<file path="src/rtl/rsched_pkg.sv">
package rsched_pkg;

  typedef enum logic [1:0] {
    CMD_NOP = 2'd0,
    CMD_PRE = 2'd1,
    CMD_ACT = 2'd2,
    CMD_RD  = 2'd3
  } cmd_e;

  typedef enum logic [2:0] {
    PH_IDLE,
    PH_PRE,
    PH_ACT,
    PH_CAS,
    PH_XFER
  } phase_e;

endpackage

</file>
<file path="src/rtl/rsched_queue.sv">
module rsched_queue #(
  parameter int DEPTH = 4,
  parameter int ROW_W = 3,
  parameter int COL_W = 4,
  parameter int IW    = 2,
  parameter int CW    = 3
) (
  input  logic                        clk,
  input  logic                        rst,
  input  logic                        push_en,
  input  logic [ROW_W-1:0]            push_row,
  input  logic [COL_W-1:0]            push_col,
  input  logic                        push_half,
  input  logic                        pop_en,
  input  logic [IW-1:0]               pop_idx,
  output logic [DEPTH-1:0][ROW_W-1:0] q_row,
  output logic [DEPTH-1:0][COL_W-1:0] q_col,
  output logic [DEPTH-1:0]            q_half,
  output logic [CW-1:0]               q_cnt,
  output logic                        full
);

  logic [DEPTH-1:0][ROW_W-1:0] row_q, row_d;
  logic [DEPTH-1:0][COL_W-1:0] col_q, col_d;
  logic [DEPTH-1:0]            half_q, half_d;
  logic [CW-1:0]               cnt_q, cnt_d, cnt_mid;

  // Slot 0 is the oldest entry; removal closes the gap, arrivals append.
  always_comb begin
    row_d  = row_q;
    col_d  = col_q;
    half_d = half_q;
    for (int i = 0; i < DEPTH - 1; i++) begin
      if (pop_en && (IW'(i) >= pop_idx)) begin
        row_d[i]  = row_q[i+1];
        col_d[i]  = col_q[i+1];
        half_d[i] = half_q[i+1];
      end
    end
    cnt_mid = cnt_q - CW'(pop_en);
    for (int i = 0; i < DEPTH; i++) begin
      if (push_en && (CW'(i) == cnt_mid)) begin
        row_d[i]  = push_row;
        col_d[i]  = push_col;
        half_d[i] = push_half;
      end
    end
    cnt_d = cnt_mid + CW'(push_en);
  end

  always_ff @(posedge clk) begin
    if (rst) begin
      row_q  <= '0;
      col_q  <= '0;
      half_q <= '0;
      cnt_q  <= '0;
    end else begin
      row_q  <= row_d;
      col_q  <= col_d;
      half_q <= half_d;
      cnt_q  <= cnt_d;
    end
  end

  assign q_row  = row_q;
  assign q_col  = col_q;
  assign q_half = half_q;
  assign q_cnt  = cnt_q;
  assign full   = (cnt_q == CW'(DEPTH));

endmodule

</file>
<file path="src/rtl/rsched_pick.sv">
module rsched_pick #(
  parameter int DEPTH = 4,
  parameter int ROW_W = 3,
  parameter int IW    = 2,
  parameter int CW    = 3
) (
  input  logic [DEPTH-1:0][ROW_W-1:0] q_row,
  input  logic [CW-1:0]               q_cnt,
  input  logic                        open_vld,
  input  logic [ROW_W-1:0]            open_row,
  output logic [IW-1:0]               sel_idx,
  output logic                        sel_hit,
  output logic                        sel_any
);

  logic [DEPTH-1:0] hit;

  for (genvar g = 0; g < DEPTH; g++) begin : g_hit
    assign hit[g] = (CW'(g) < q_cnt) && open_vld && (q_row[g] == open_row);
  end

  // Lowest-slot hit wins; with no hit, slot 0 (oldest) is taken.
  always_comb begin
    sel_idx = '0;
    sel_hit = 1'b0;
    for (int i = DEPTH - 1; i >= 0; i--) begin
      if (hit[i]) begin
        sel_idx = IW'(i);
        sel_hit = 1'b1;
      end
    end
  end

  assign sel_any = (q_cnt != '0);

endmodule

</file>
<file path="src/rtl/rsched_ctrl.sv">
module rsched_ctrl
  import rsched_pkg::*;
#(
  parameter int ROW_W     = 3,
  parameter int COL_W     = 4,
  parameter int CL        = 4,
  parameter int T_RP      = 3,
  parameter int BURST_CYC = 4
) (
  input  logic             clk,
  input  logic             rst,
  input  logic             sel_any,
  input  logic             sel_hit,
  input  logic [ROW_W-1:0] sel_row,
  input  logic [COL_W-1:0] sel_col,
  input  logic             sel_half,
  output logic             pop,
  output logic             open_vld,
  output logic [ROW_W-1:0] open_row,
  output cmd_e             cmd_kind,
  output logic [ROW_W-1:0] cmd_row,
  output logic [COL_W-1:0] cmd_col,
  output logic             rsp_valid,
  output logic             rsp_last,
  output logic [ROW_W-1:0] rsp_row,
  output logic [COL_W-1:0] rsp_col
);

  localparam int LINE_CYC = BURST_CYC;
  localparam int HALF_CYC = BURST_CYC / 2;
  localparam int MAXW_A   = (CL > T_RP) ? CL : T_RP;
  localparam int MAXW     = (MAXW_A > LINE_CYC) ? MAXW_A : LINE_CYC;
  localparam int WW       = $clog2(MAXW + 1);

  phase_e           ph_q;
  logic [WW-1:0]    wt_q;
  cmd_e             cmd_q;
  logic [ROW_W-1:0] crow_q, orow_q, cur_row_q;
  logic [COL_W-1:0] ccol_q, cur_col_q;
  logic             ovld_q, cur_half_q;
  logic             wt_done;

  assign wt_done = (wt_q == '0);
  assign pop     = (ph_q == PH_IDLE) && sel_any;

  always_ff @(posedge clk) begin
    if (rst) begin
      ph_q       <= PH_IDLE;
      wt_q       <= '0;
      cmd_q      <= CMD_NOP;
      crow_q     <= '0;
      ccol_q     <= '0;
      ovld_q     <= 1'b0;
      orow_q     <= '0;
      cur_row_q  <= '0;
      cur_col_q  <= '0;
      cur_half_q <= 1'b0;
    end else begin
      cmd_q <= CMD_NOP;
      case (ph_q)
        PH_IDLE: begin
          if (sel_any) begin
            cur_row_q  <= sel_row;
            cur_col_q  <= sel_col;
            cur_half_q <= sel_half;
            if (sel_hit) begin
              cmd_q  <= CMD_RD;
              ccol_q <= sel_col;
              ph_q   <= PH_CAS;
              wt_q   <= WW'(CL - 1);
            end else if (ovld_q) begin
              cmd_q  <= CMD_PRE;
              ph_q   <= PH_PRE;
              wt_q   <= WW'(T_RP - 1);
              ovld_q <= 1'b0;
            end else begin
              cmd_q  <= CMD_ACT;
              crow_q <= sel_row;
              ph_q   <= PH_ACT;
              wt_q   <= WW'(CL - 1);
              ovld_q <= 1'b1;
              orow_q <= sel_row;
            end
          end
        end
        PH_PRE: begin
          if (wt_done) begin
            cmd_q  <= CMD_ACT;
            crow_q <= cur_row_q;
            ph_q   <= PH_ACT;
            wt_q   <= WW'(CL - 1);
            ovld_q <= 1'b1;
            orow_q <= cur_row_q;
          end else begin
            wt_q <= wt_q - 1'b1;
          end
        end
        PH_ACT: begin
          if (wt_done) begin
            cmd_q  <= CMD_RD;
            ccol_q <= cur_col_q;
            ph_q   <= PH_CAS;
            wt_q   <= WW'(CL - 1);
          end else begin
            wt_q <= wt_q - 1'b1;
          end
        end
        PH_CAS: begin
          if (wt_done) begin
            ph_q <= PH_XFER;
            wt_q <= cur_half_q ? WW'(HALF_CYC - 1) : WW'(LINE_CYC - 1);
          end else begin
            wt_q <= wt_q - 1'b1;
          end
        end
        PH_XFER: begin
          if (wt_done) ph_q <= PH_IDLE;
          else         wt_q <= wt_q - 1'b1;
        end
        default: ph_q <= PH_IDLE;
      endcase
    end
  end

  assign open_vld  = ovld_q;
  assign open_row  = orow_q;
  assign cmd_kind  = cmd_q;
  assign cmd_row   = crow_q;
  assign cmd_col   = ccol_q;
  assign rsp_valid = (ph_q == PH_XFER);
  assign rsp_last  = (ph_q == PH_XFER) && wt_done;
  assign rsp_row   = cur_row_q;
  assign rsp_col   = cur_col_q;

endmodule

</file>
<file path="src/rtl/dram_rowhit_sched.sv">
module dram_rowhit_sched #(
  parameter int DEPTH     = 4,
  parameter int ROW_W     = 3,
  parameter int COL_W     = 4,
  parameter int CL        = 4,
  parameter int T_RP      = 3,
  parameter int BURST_CYC = 4
) (
  input  logic             clk,
  input  logic             rst,
  input  logic             req_valid,
  output logic             req_ready,
  input  logic [ROW_W-1:0] req_row,
  input  logic [COL_W-1:0] req_col,
  input  logic             req_half,
  output logic [1:0]       cmd_kind,
  output logic [ROW_W-1:0] cmd_row,
  output logic [COL_W-1:0] cmd_col,
  output logic             rsp_valid,
  output logic             rsp_last,
  output logic [ROW_W-1:0] rsp_row,
  output logic [COL_W-1:0] rsp_col
);

  localparam int IW = (DEPTH > 1) ? $clog2(DEPTH) : 1;
  localparam int CW = $clog2(DEPTH + 1);

  logic [DEPTH-1:0][ROW_W-1:0] q_row;
  logic [DEPTH-1:0][COL_W-1:0] q_col;
  logic [DEPTH-1:0]            q_half;
  logic [CW-1:0]               q_cnt;
  logic                        full, push_en, pop;
  logic [IW-1:0]               sel_idx;
  logic                        sel_hit, sel_any, open_vld;
  logic [ROW_W-1:0]            open_row;
  rsched_pkg::cmd_e            cmd_e_w;

  assign req_ready = !full;
  assign push_en   = req_valid && !full;

  rsched_queue #(
    .DEPTH(DEPTH), .ROW_W(ROW_W), .COL_W(COL_W), .IW(IW), .CW(CW)
  ) u_queue (
    .clk(clk), .rst(rst),
    .push_en(push_en), .push_row(req_row), .push_col(req_col), .push_half(req_half),
    .pop_en(pop), .pop_idx(sel_idx),
    .q_row(q_row), .q_col(q_col), .q_half(q_half), .q_cnt(q_cnt), .full(full)
  );

  rsched_pick #(
    .DEPTH(DEPTH), .ROW_W(ROW_W), .IW(IW), .CW(CW)
  ) u_pick (
    .q_row(q_row), .q_cnt(q_cnt), .open_vld(open_vld), .open_row(open_row),
    .sel_idx(sel_idx), .sel_hit(sel_hit), .sel_any(sel_any)
  );

  rsched_ctrl #(
    .ROW_W(ROW_W), .COL_W(COL_W), .CL(CL), .T_RP(T_RP), .BURST_CYC(BURST_CYC)
  ) u_ctrl (
    .clk(clk), .rst(rst),
    .sel_any(sel_any), .sel_hit(sel_hit),
    .sel_row(q_row[sel_idx]), .sel_col(q_col[sel_idx]), .sel_half(q_half[sel_idx]),
    .pop(pop), .open_vld(open_vld), .open_row(open_row),
    .cmd_kind(cmd_e_w), .cmd_row(cmd_row), .cmd_col(cmd_col),
    .rsp_valid(rsp_valid), .rsp_last(rsp_last), .rsp_row(rsp_row), .rsp_col(rsp_col)
  );

  assign cmd_kind = cmd_e_w;

endmodule

</file>
<file path="config.mk">
export PLATFORM = sky130hd
export DESIGN_NAME = dram_rowhit_sched
export DESIGN_NICKNAME = d
export VERILOG_FILES = /design/src/rtl/rsched_pkg.sv /design/src/rtl/rsched_queue.sv /design/src/rtl/rsched_pick.sv /design/src/rtl/rsched_ctrl.sv /design/src/rtl/dram_rowhit_sched.sv
export SDC_FILE = /design/constraint.sdc
export NUM_CORES = 1
export LEC_CHECK = 0
export BUFFER_PORTS_ARGS = -buffer_cell sky130_fd_sc_hd__buf_2
export CAP_MARGIN = 15
export CORE_ASPECT_RATIO = 1.25
export CORE_MARGIN = 5
export CORE_UTILIZATION = 45
export DETAILED_ROUTE_END_ITERATION = 10
export HOLD_SLACK_MARGIN = 0.15
export PLACE_DENSITY = 0.6
export SLEW_MARGIN = 5
export SYNTH_ARGS = -nofsm -noshare
export SYNTH_HDL_FRONTEND = slang
export SYNTH_SLANG_ARGS = --single-unit
</file>
<file path="constraint.sdc">
create_clock -name clk -period 6.1 [get_ports clk]
set_input_delay 1.22 -clock clk [delete_from_list [all_inputs] [get_ports clk]]
set_output_delay 1.22 -clock clk [all_outputs]
set_load 0.03 [all_outputs]
</file>
==> results of run 1 <==
==> per-layer routing <==
| layer | share of wire | track usage | vias up |
|---|---|---|---|
| met3 | 0.046 | 0.04481 | 19 |
| met2 | 0.48 | 0.3285 | 88 |
| met5 | 0 | 0 | - |
| met4 | 0.023 | 0.06809 | 0 |
| li1 | - | - | 1585 |
| met1 | 0.45 | 0.2245 | 1528 |
==> state kept, by name, summed over array words and instances (netlist names) <==
signal / count
u_queue.q_col: 16
u_queue.q_row: 12
u_ctrl.cmd_col: 4
u_ctrl.rsp_col: 4
u_queue.q_half: 4
u_ctrl.cmd_row: 3
u_ctrl.ph_q: 3
u_ctrl.rsp_row: 3
u_ctrl.wt_q: 3
u_queue.q_cnt: 3
u_ctrl.cmd_kind: 2
u_ctrl.cur_half_q: 1
u_ctrl.open_vld: 1
==> layout by cell type, fill, tap and decap left out, types with 3 or more instances in the layout <==
master and count:
a2111oi_0 6, a211o_1 4, a21o_1 10, a21oi_1 36
a311oi_1 8, a311oi_2 9, a31oi_1 4, and2_1 5
buf_2 29, clkbuf_8 9, clkinvlp_4 3, dfxtp_1 59
ha_1 6, inv_1 16, mux2_1 3, mux2_2 5
mux2_4 3, mux2i_1 22, nand2_1 40, nand3_1 10
nand3b_1 4, nand4_1 3, nor2_1 32, nor2b_1 8
nor3_1 18, nor4_1 3, o2111ai_1 8, o21ai_0 13
o221ai_1 4, or3_1 9, xnor2_1 4, xor2_1 11
==> worst reg2reg max path, delay by kind of cell (launching register included) <==
family                     cells  cell delay [ns]
muxes                          1             0.42
buffers and inverters          2             0.60
adders and majority gates      2             0.57
DFF                            1             0.64
AOI/OAI and AO/OA              4             0.55
and+or+nand+nor                3             1.31
==> through the flow <==
step | std cells | util
final | 537 | 0.5013
after global routing | 537 | 0.5013
after CTS | 537 | 0.5013
after detailed placement | 521 | 0.4737
after global placement | 521 | 0.4737
after floorplan | 431 | -
==> cell type report <==
class / count / area, um^2 / share of cell area
Multi-Input combinational cell: 319 / 2188 / 0.5570
Sequential cell: 59 / 1181 / 0.3006
Timing Repair Buffer: 31 / 160.2 / 0.04076
Clock buffer: 9 / 123.9 / 0.03153
Tap cell: 95 / 118.9 / 0.03025
Clock inverter: 7 / 92.59 / 0.02357
Inverter: 17 / 63.81 / 0.01624
==> worst max-delay path by stage <==
stage	cells after the start	endpoint	from	slack, ns
after floorplan	15	u_queue.q_row[1]	u_queue.q_cnt[2]	2.94
after global placement	12	u_queue.q_col[0]	u_ctrl.ph_q[0]	2.18
after detailed placement	12	u_queue.q_col[1]	u_ctrl.ph_q[0]	1.93
after CTS	11	u_queue.q_row[1]	u_queue.q_cnt[2]	1.92
after global routing	12	u_queue.q_half[0]	u_ctrl.ph_q[0]	1.54
final	12	u_queue.q_col[1]	u_ctrl.ph_q[0]	1.87
==> kinds of logic after synthesis <==
logic type,synth area share
AO/OA/AOI/OAI,0.2454
flip-flops,0.3263
buffers and inverters,0.06913
XOR/XNOR,0.03629
AND/OR/NAND/NOR,0.2039
multiplexers,0.09817
adder cells (fa/ha/maj),0.02074
==> power groups by stage <==
stage | combinational (mW) | clock [mW] | sequential, mW
2_1_floorplan | 1.05 | 0 | 0.650
3_3_place_gp | 1.22 | 0 | 0.659
3_5_place_dp | 1.25 | 0 | 0.663
4_1_cts | 1.26 | 0.403 | 0.654
5_1_grt | 1.39 | 0.417 | 0.673
6_report | 1.26 | 0.392 | 0.657
==> flow_summary.yaml, run 1 <==
power:
  p_clk_frac: 0.170
  power_mw: 2.304
  p_sw_mw: 1.093
  p_seq_frac: 0.285
  ir_drop_v: 0.0002917
  power_density_nw_per_um2: 586.5
  p_comb_frac: 0.545
  p_int_mw: 1.212
  switching_share: 0.4742
  p_leak_nw: 1.672
flow_run:
  drv_cap: 0
timing:
  max_freq_mhz: 236.3
  rsz0062_at_grt: "false"
  worst-slew-pin-transition_ns: 0.9301
  period_share: 0.6939
  finalCriticalPeriod_ns: 4.233
  maxSlewViolCount: 0
  finalSetupTns_ns: 0
  fin_ws_ns: 1.867
  slew_headroom: 0.3799
  whs_ns: 0.4588
  clock_skew_ns: 0.006757
  setup_viol: 0
  finalHoldViolations: 0
floorplanning:
  die_h_um: 110.3
  dieArea_um2: 9949
  die_w_um: 90.22
  initial_core_util: 0.4618
  core_area_um2: 7838
  io_pins: 30
  rows: 36
setup_path:
  critical_path_class: "reg -> reg"
  cp_num_buf_inv: 2
  critical_path.cell_chain: "inv_1 > nand2_1 > or2_1 > clkinv_1 > ha_1 > ha_1 > o211a_1 > o21ai_1 > or3_1 > mux2_2 > a21oi_1 > a311oi_1"
  cp_slowest_stage_delay_ns: 0.71
  startpoint_type: "flop"
  crit_path_frequent_cell: "ha_1"
  r2r_cells: 12
  cpMaxStageDelayCell: "or3_1"
  cp_max_fo: 24
  r2r_start: "u_ctrl.ph_q[0]"
  r2r-end: "u_queue.q_col[1]"
  end_kind: "flop"
  critPathTopFamily: "simple AND/OR/NAND/NOR gates"
  timing.reg2reg.setup_slack_ns: 1.87
  arrival_ns: 4.42
  worstPathRequired_ns: 6.29
logic_synthesis:
  synth_common_cells: "dfxtp_1 (59), nand2_1 (40), a21oi_1 (36)"
  ys_types: 58
  syn_area_per_cell_um2: 8.398
  syn_inst: 431
  yosys.area.top_type_share: 0.3263
  synth-seq-cells: 59
  synth_fp_nets: 448
  ys.flop_type: "dfxtp_1"
  ys_seq_area_frac: 0.3263
  synth_area_um2: 3620
  async_flop_share: 0
  synth_edf_count: 0
  yosysTopAreaCell: "dfxtp_1"
  synth.most_common_cell: "dfxtp_1"
  synth_area_leaders: "dfxtp_1 (33%), mux2i_1 (6.1%), a21oi_1 (5.0%), nand2_1 (4.1%), a311oi_2 (3.7%)"
  ys_warn_count: 0
route:
  wl_per_cell_um: 16.98
  antenna_left: 0
  drt_iter0_markers: 230
  wl_mm: 9.116
  vias_per_cell: 5.996
  drc: 0
  dr.pass1.iters: 4
  vias: 3220
worst_hold_path:
  min_path_type: "reg -> reg"
  whs_path_depth: 2
  worstHoldEndpoint: "u_ctrl.wt_q[1]"
  hold_start: "u_ctrl.wt_q[1]"
clock_tree:
  hold_buffers: 0
  cts_max_path_buffers: 2
  clk_latency_ns: 0.35
  cts_resized: 0
  ctsRootBufferMaster: "clkbuf_8"
  tritoncts: "yes"
  htree_levels: 3
  cts-buffers-inserted: 9
  postCtsSetupBuffers: 0
  path_clk_slew_ns: 0.07
  cts.sinks: 59
placed_design:
  placed_cell_area_um2: 3712
  gp_congestion: 0.8916
  hpwl_mm: 6.610
  portBuffers: 29
  dp_slack_ns: 1.925
grt:
  grtUsageTotal: 0.1874
  antenna_found_initial: 0
  grt_pass1_vias: 3056
  grt_start_max_net_pins: 63
  grt_pass1_wl_mm: 15.02
  grt-ovfl-total: 0
finish:
  antenna_cells: 0
  final_nets: 454
  syn2layout_area_growth_pct: 8.538
  drive_gt1_frac: 0.1742
  fin_area_um2: 3929
  fill_cells: 786
outcome:
  status: "finished clean"
(Power assumes the default switching activity.)
==> run 2: changes to the inputs <==
clock period = 4.2 ns   (was 6.1 ns; I/O delays follow)
==> run 2 against run 1 <==
Against the previous run: global-route usage rose by 0.44 points; first-iteration DRC count rose by 9.1%; highest routed layer unchanged; register-to-register slack got worse by 0.98 ns; power rose by 45%; critical path depth did not move; clock skew rose by 0.00081 ns; clock power rose by 39%; maximum frequency rose by 28%.
==> flow_summary.yaml, run 2 (synthesized netlist as in run 1, its figures left out) <==
clock_tree:
  cts-buffers-inserted: 9
  path_clk_slew_ns: 0.07
  cts.sinks: 59
  hold_buffers: 0
  tritoncts: "yes"
  cts_resized: 0
  cts_max_path_buffers: 2
  clk_latency_ns: 0.34
  htree_levels: 3
  postCtsSetupBuffers: 0
  ctsRootBufferMaster: "clkbuf_8"
worst_hold_path:
  hold_start: "u_ctrl.wt_q[1]"
  min_path_type: "reg -> reg"
setup_path:
  startpoint_type: "flop"
  cp_num_buf_inv: 2
  r2r_start: "u_ctrl.ph_q[0]"
  crit_start: "u_ctrl.ph_q[0]"
  crit_path_frequent_cell: "ha_1"
  end_kind: "flop"
  cp_slowest_stage_delay_ns: 0.63
  critPathTopFamily: "simple AND/OR/NAND/NOR gates"
  worstPathRequired_ns: 4.40
  cp_max_fo: 19
  cpMaxStageDelayCell: "dfxtp_1"
  critical_path_class: "reg -> reg"
  arrival_ns: 3.51
  critical_path.cell_chain: "inv_1 > nand2_1 > or2_1 > clkinv_1 > ha_1 > ha_1 > o211a_1 > o21ai_1 > or3_1 > mux2_2 > a21oi_1 > a311oi_1"
timing:
  finalHoldViolations: 0
  worst-slew-pin-transition_ns: 0.7526
  max_freq_mhz: 301.7
  maxSlewViolCount: 0
  fin_ws_ns: 0.8855
  setup_viol: 0
  slew_headroom: 0.4941
  finalCriticalPeriod_ns: 3.314
  period_share: 0.7892
  finalSetupTns_ns: 0
  rsz0062_at_grt: "false"
  clock_skew_ns: 0.007569
route:
  drt_iter0_markers: 251
  wl_mm: 8.949
  drc: 0
  wl_per_cell_um: 16.54
  dr.pass1.iters: 5
  vias_per_cell: 5.921
  vias: 3203
  antenna_left: 0
outcome:
  status: "finished clean"
power:
  ir_drop_v: 0.0003630
  power_density_nw_per_um2: 845.4
  power_mw: 3.338
  p_leak_nw: 1.692
flow_run:
  drv_cap: 0
finish:
  layout_common_cells: "dfxtp_1 (59), nand2_1 (40), a21oi_1 (36), nor2_1 (32), buf_2 (29)"
  antenna_cells: 0
  final_common_cell: "dfxtp_1"
  largest_register_ffs: 16
  drive_gt1_frac: 0.1749
  final_nets: 458
  syn2layout_area_growth_pct: 9.091
floorplanning:
  io_pins: 30
  die_h_um: 110.3
  dieArea_um2: 9949
  rows: 36
  die_w_um: 90.22
  core_area_um2: 7838
  initial_core_util: 0.4618
placed_design:
  hpwl_mm: 6.675
  dp_slack_ns: 0.9350
  portBuffers: 29
  gp_congestion: 0.8516
grt:
  antenna_found_initial: 0
  grt_pass1_wl_mm: 15.35
  grt_start_max_net_pins: 33
  grt_pass1_vias: 3105
  grt-ovfl-total: 0
  grtUsageTotal: 0.1918
## run 2: cell types whose count changed in the layout (fill, tap and decap cells not counted), sizes merged
cell and delta:
buf +4, clkinv -2, bufinv -1, clkinvlp -3
clkbuf +6
## run 2: worst min-delay path, cell delays in order (launching register included)
cell,delay (ns)
dfxtp_1,0.31
nand2_1,0.05
a21oi_1,0.05
## run 2: final timing paths
check,slack [ns],endpoint,depth (start not counted)
worst max register to register,0.89,u_queue.q_col[1],12
worst min-delay path,0.46,u_ctrl.wt_q[1],2
worst max-delay path,0.89,u_queue.q_col[1],12
worst min register to register,0.46,u_ctrl.wt_q[1],2
## run 2: power by group
part / internal (mW) / leakage (nW) / switching (mW) / total, mW
Sequential: 0.742 / 0.483 / 0.209 / 0.951
Clock: 0.324 / 0.104 / 0.220 / 0.544
Combinational: 0.715 / 1.11 / 1.13 / 1.84
## run 2: metal layers
metal / GRT usage / vias to the layer above / routed length, um
li1: - / 1591 / -
met3: 0.04073 / 15 / 369
met5: 0 / - / 0
met2: 0.3217 / 80 / 4345
met4: 0.08404 / 0 / 166
met1: 0.2388 / 1517 / 4067
## run 2: area by class of cell
class / instances / area (um^2)
Clock buffer: 15 / 176.4
Clock inverter: 1 / 30.03
Fill cell: 792 / 3889
Inverter: 17 / 63.81
Multi-Input combinational cell: 319 / 2188
Sequential cell: 59 / 1181
Tap cell: 95 / 118.9
Timing Repair Buffer: 35 / 190.2
## run 2: per-stage QoR
stage / cells / hold slack [ns] / util / cell area (um^2)
2_1_floorplan: 431 / 0.4319 / - / 3620
3_3_place_gp: 525 / 0.4448 / 0.4775 / 3742
3_5_place_dp: 525 / 0.4518 / 0.4775 / 3742
4_1_cts: 541 / 0.4606 / 0.5038 / 3949
5_1_grt: 541 / 0.4901 / 0.5038 / 3949
6_report: 541 / 0.4598 / 0.5038 / 3949
==> run 3: changes to the inputs <==
clock period = 3.39 ns   (was 4.2 ns; I/O delays follow)
==> run 3 against run 2 <==
Against the previous run: critical path depth stayed put; design area grew 0.25%; core utilization rose by 0.13 points; maximum frequency increased by 7.5%; combinational power rose by 27%; routed wire length shrank 2.2%; worst hold slack better by 0.0064 ns; power rose by 22%; register-to-register slack worse by 0.58 ns; non-clock buffer count up 3; largest power group unchanged.
==> flow_summary.yaml, run 3 (synthesized netlist as in run 1, its figures left out) <==
grt:
  grt-ovfl-total: 0
  grt_pass1_vias: 3036
  grtUsageTotal: 0.1837
  antenna_found_initial: 0
  grt_pass1_wl_mm: 14.83
  grt_start_max_net_pins: 30
route:
  antenna_left: 0
  dr.pass1.iters: 4
  vias_per_cell: 5.717
  wl_per_cell_um: 16.08
  wl_mm: 8.748
  drt_iter0_markers: 182
  drc: 0
  vias: 3110
timing:
  whs_ns: 0.4662
  finalSetupTns_ns: 0
  finalCriticalPeriod_ns: 3.083
  maxSlewViolCount: 0
  max_freq_mhz: 324.4
  setup_viol: 0
  finalHoldViolations: 0
  period_share: 0.9094
  worst-slew-pin-transition_ns: 0.8599
  clock_skew_ns: 0.01439
  rsz0062_at_grt: "false"
  slew_headroom: 0.4267
floorplanning:
  dieArea_um2: 9949
  die_h_um: 110.3
  rows: 36
  die_w_um: 90.22
  core_area_um2: 7838
  io_pins: 30
  initial_core_util: 0.4618
finish:
  drive_gt1_frac: 0.1893
  layout_common_cells: "dfxtp_1 (59), nand2_1 (40), a21oi_1 (36), nor2_1 (32), buf_2 (29)"
  largest_register_ffs: 16
  fill_cells: 772
  final_nets: 461
  final_common_cell: "dfxtp_1"
  antenna_cells: 0
  syn2layout_area_growth_pct: 9.368
setup_path:
  arrival_ns: 3.29
  r2r_cells: 12
  critical_path_class: "reg -> reg"
  critical_path.cell_chain: "nor2_2 > nand2_1 > or2_1 > clkinv_1 > ha_1 > ha_1 > o211a_1 > o21ai_1 > or3_2 > mux2_1 > a21oi_1 > a311oi_1"
  worstPathRequired_ns: 3.59
  end_kind: "flop"
  cp_max_fo: 24
  crit_path_frequent_cell: "ha_1"
  startpoint_type: "flop"
  cpMaxStageDelayCell: "or3_2"
  cp_slowest_stage_delay_ns: 0.67
worst_hold_path:
  whs_path_depth: 2
  min_path_type: "reg -> reg"
placed_design:
  hpwl_mm: 6.637
  portBuffers: 29
  gp_congestion: 0.9249
clock_tree:
  cts-buffers-inserted: 9
  tritoncts: "yes"
  cts.sinks: 59
  htree_levels: 3
  ctsRootBufferMaster: "clkbuf_8"
  path_clk_slew_ns: 0.07
  clk_latency_ns: 0.35
  cts_max_path_buffers: 2
  hold_buffers: 0
outcome:
  status: "finished clean"
power:
  p_leak_nw: 1.701
  power_mw: 4.088
  power_density_nw_per_um2: 1033
  ir_drop_v: 0.0004047
flow_run:
  drv_cap: 0
[run 3: cell types whose count changed in the layout (fill, tap and decap cells not counted)]
cell        before  now
clkbuf_1         3    0
buf_4            6    9
clkinvlp_4       0    2
clkinv_2         0    3
or3_1            9    8
clkinv_4         0    1
or3_2            0    1
clkbuf_8        12    9
[run 3: routing by layer]
layer	track usage	part of all wire	vias up
li1	-	-	1598
met1	0.2294	0.45	1428
met2	0.3149	0.49	71
met3	0.02648	0.043	13
met4	0.08511	0.019	0
met5	0	0	-
[run 3: critical path, delay by kind of cell (launching register included)]
family | cells | cell delay (ns)
buffers and inverters | 1 | 0.07
adders and majority gates | 2 | 0.33
DFF | 1 | 0.32
AOI/OAI and AO/OA | 4 | 0.47
muxes | 1 | 0.40
and+or+nand+nor | 4 | 1.37
[run 3: area by class of cell]
cell class / count / area [um^2] / area share
Multi-Input combinational cell: 319 / 2190 / 0.5531
Sequential cell: 59 / 1181 / 0.2984
Timing Repair Buffer: 38 / 212.7 / 0.05373
Clock buffer: 9 / 123.9 / 0.03129
Tap cell: 95 / 118.9 / 0.03003
Clock inverter: 7 / 68.82 / 0.01738
Inverter: 17 / 63.81 / 0.01612
[run 3: power by group]
part	switching, mW	total [mW]	leakage (nW)	internal, mW
logic	1.43	2.33	1.12	0.898
clock network	0.292	0.628	0.0950	0.336
registers	0.211	1.13	0.483	0.919
total	1.94	4.09	1.70	2.15
[run 3: timing repair]
action,4_1_cts,5_1_grt
resized for setup,0,1
buffers inserted,0,0
setup endpoints to repair,0,8
[run 3: worst paths after layout]
check	from	endpoint	slack (ns)
max	u_ctrl.ph_q[2]	u_queue.q_col[2]	0.31
min	u_ctrl.wt_q[1]	u_ctrl.wt_q[1]	0.47
max reg2reg	u_ctrl.ph_q[2]	u_queue.q_col[2]	0.31
min reg2reg	u_ctrl.wt_q[1]	u_ctrl.wt_q[1]	0.47
[run 3: stage by stage]
step | setup slack [ns] | util | instance area [um^2] | cells
floorplan | 0.2323 | - | 3620 | 431
global placement | 0.3632 | 0.4804 | 3765 | 528
detailed placement | 0.2422 | 0.4804 | 3765 | 528
CTS | 0.2395 | 0.5049 | 3958 | 544
global route | 0.04603 | 0.5051 | 3959 | 544
finish | 0.3071 | 0.5051 | 3959 | 544
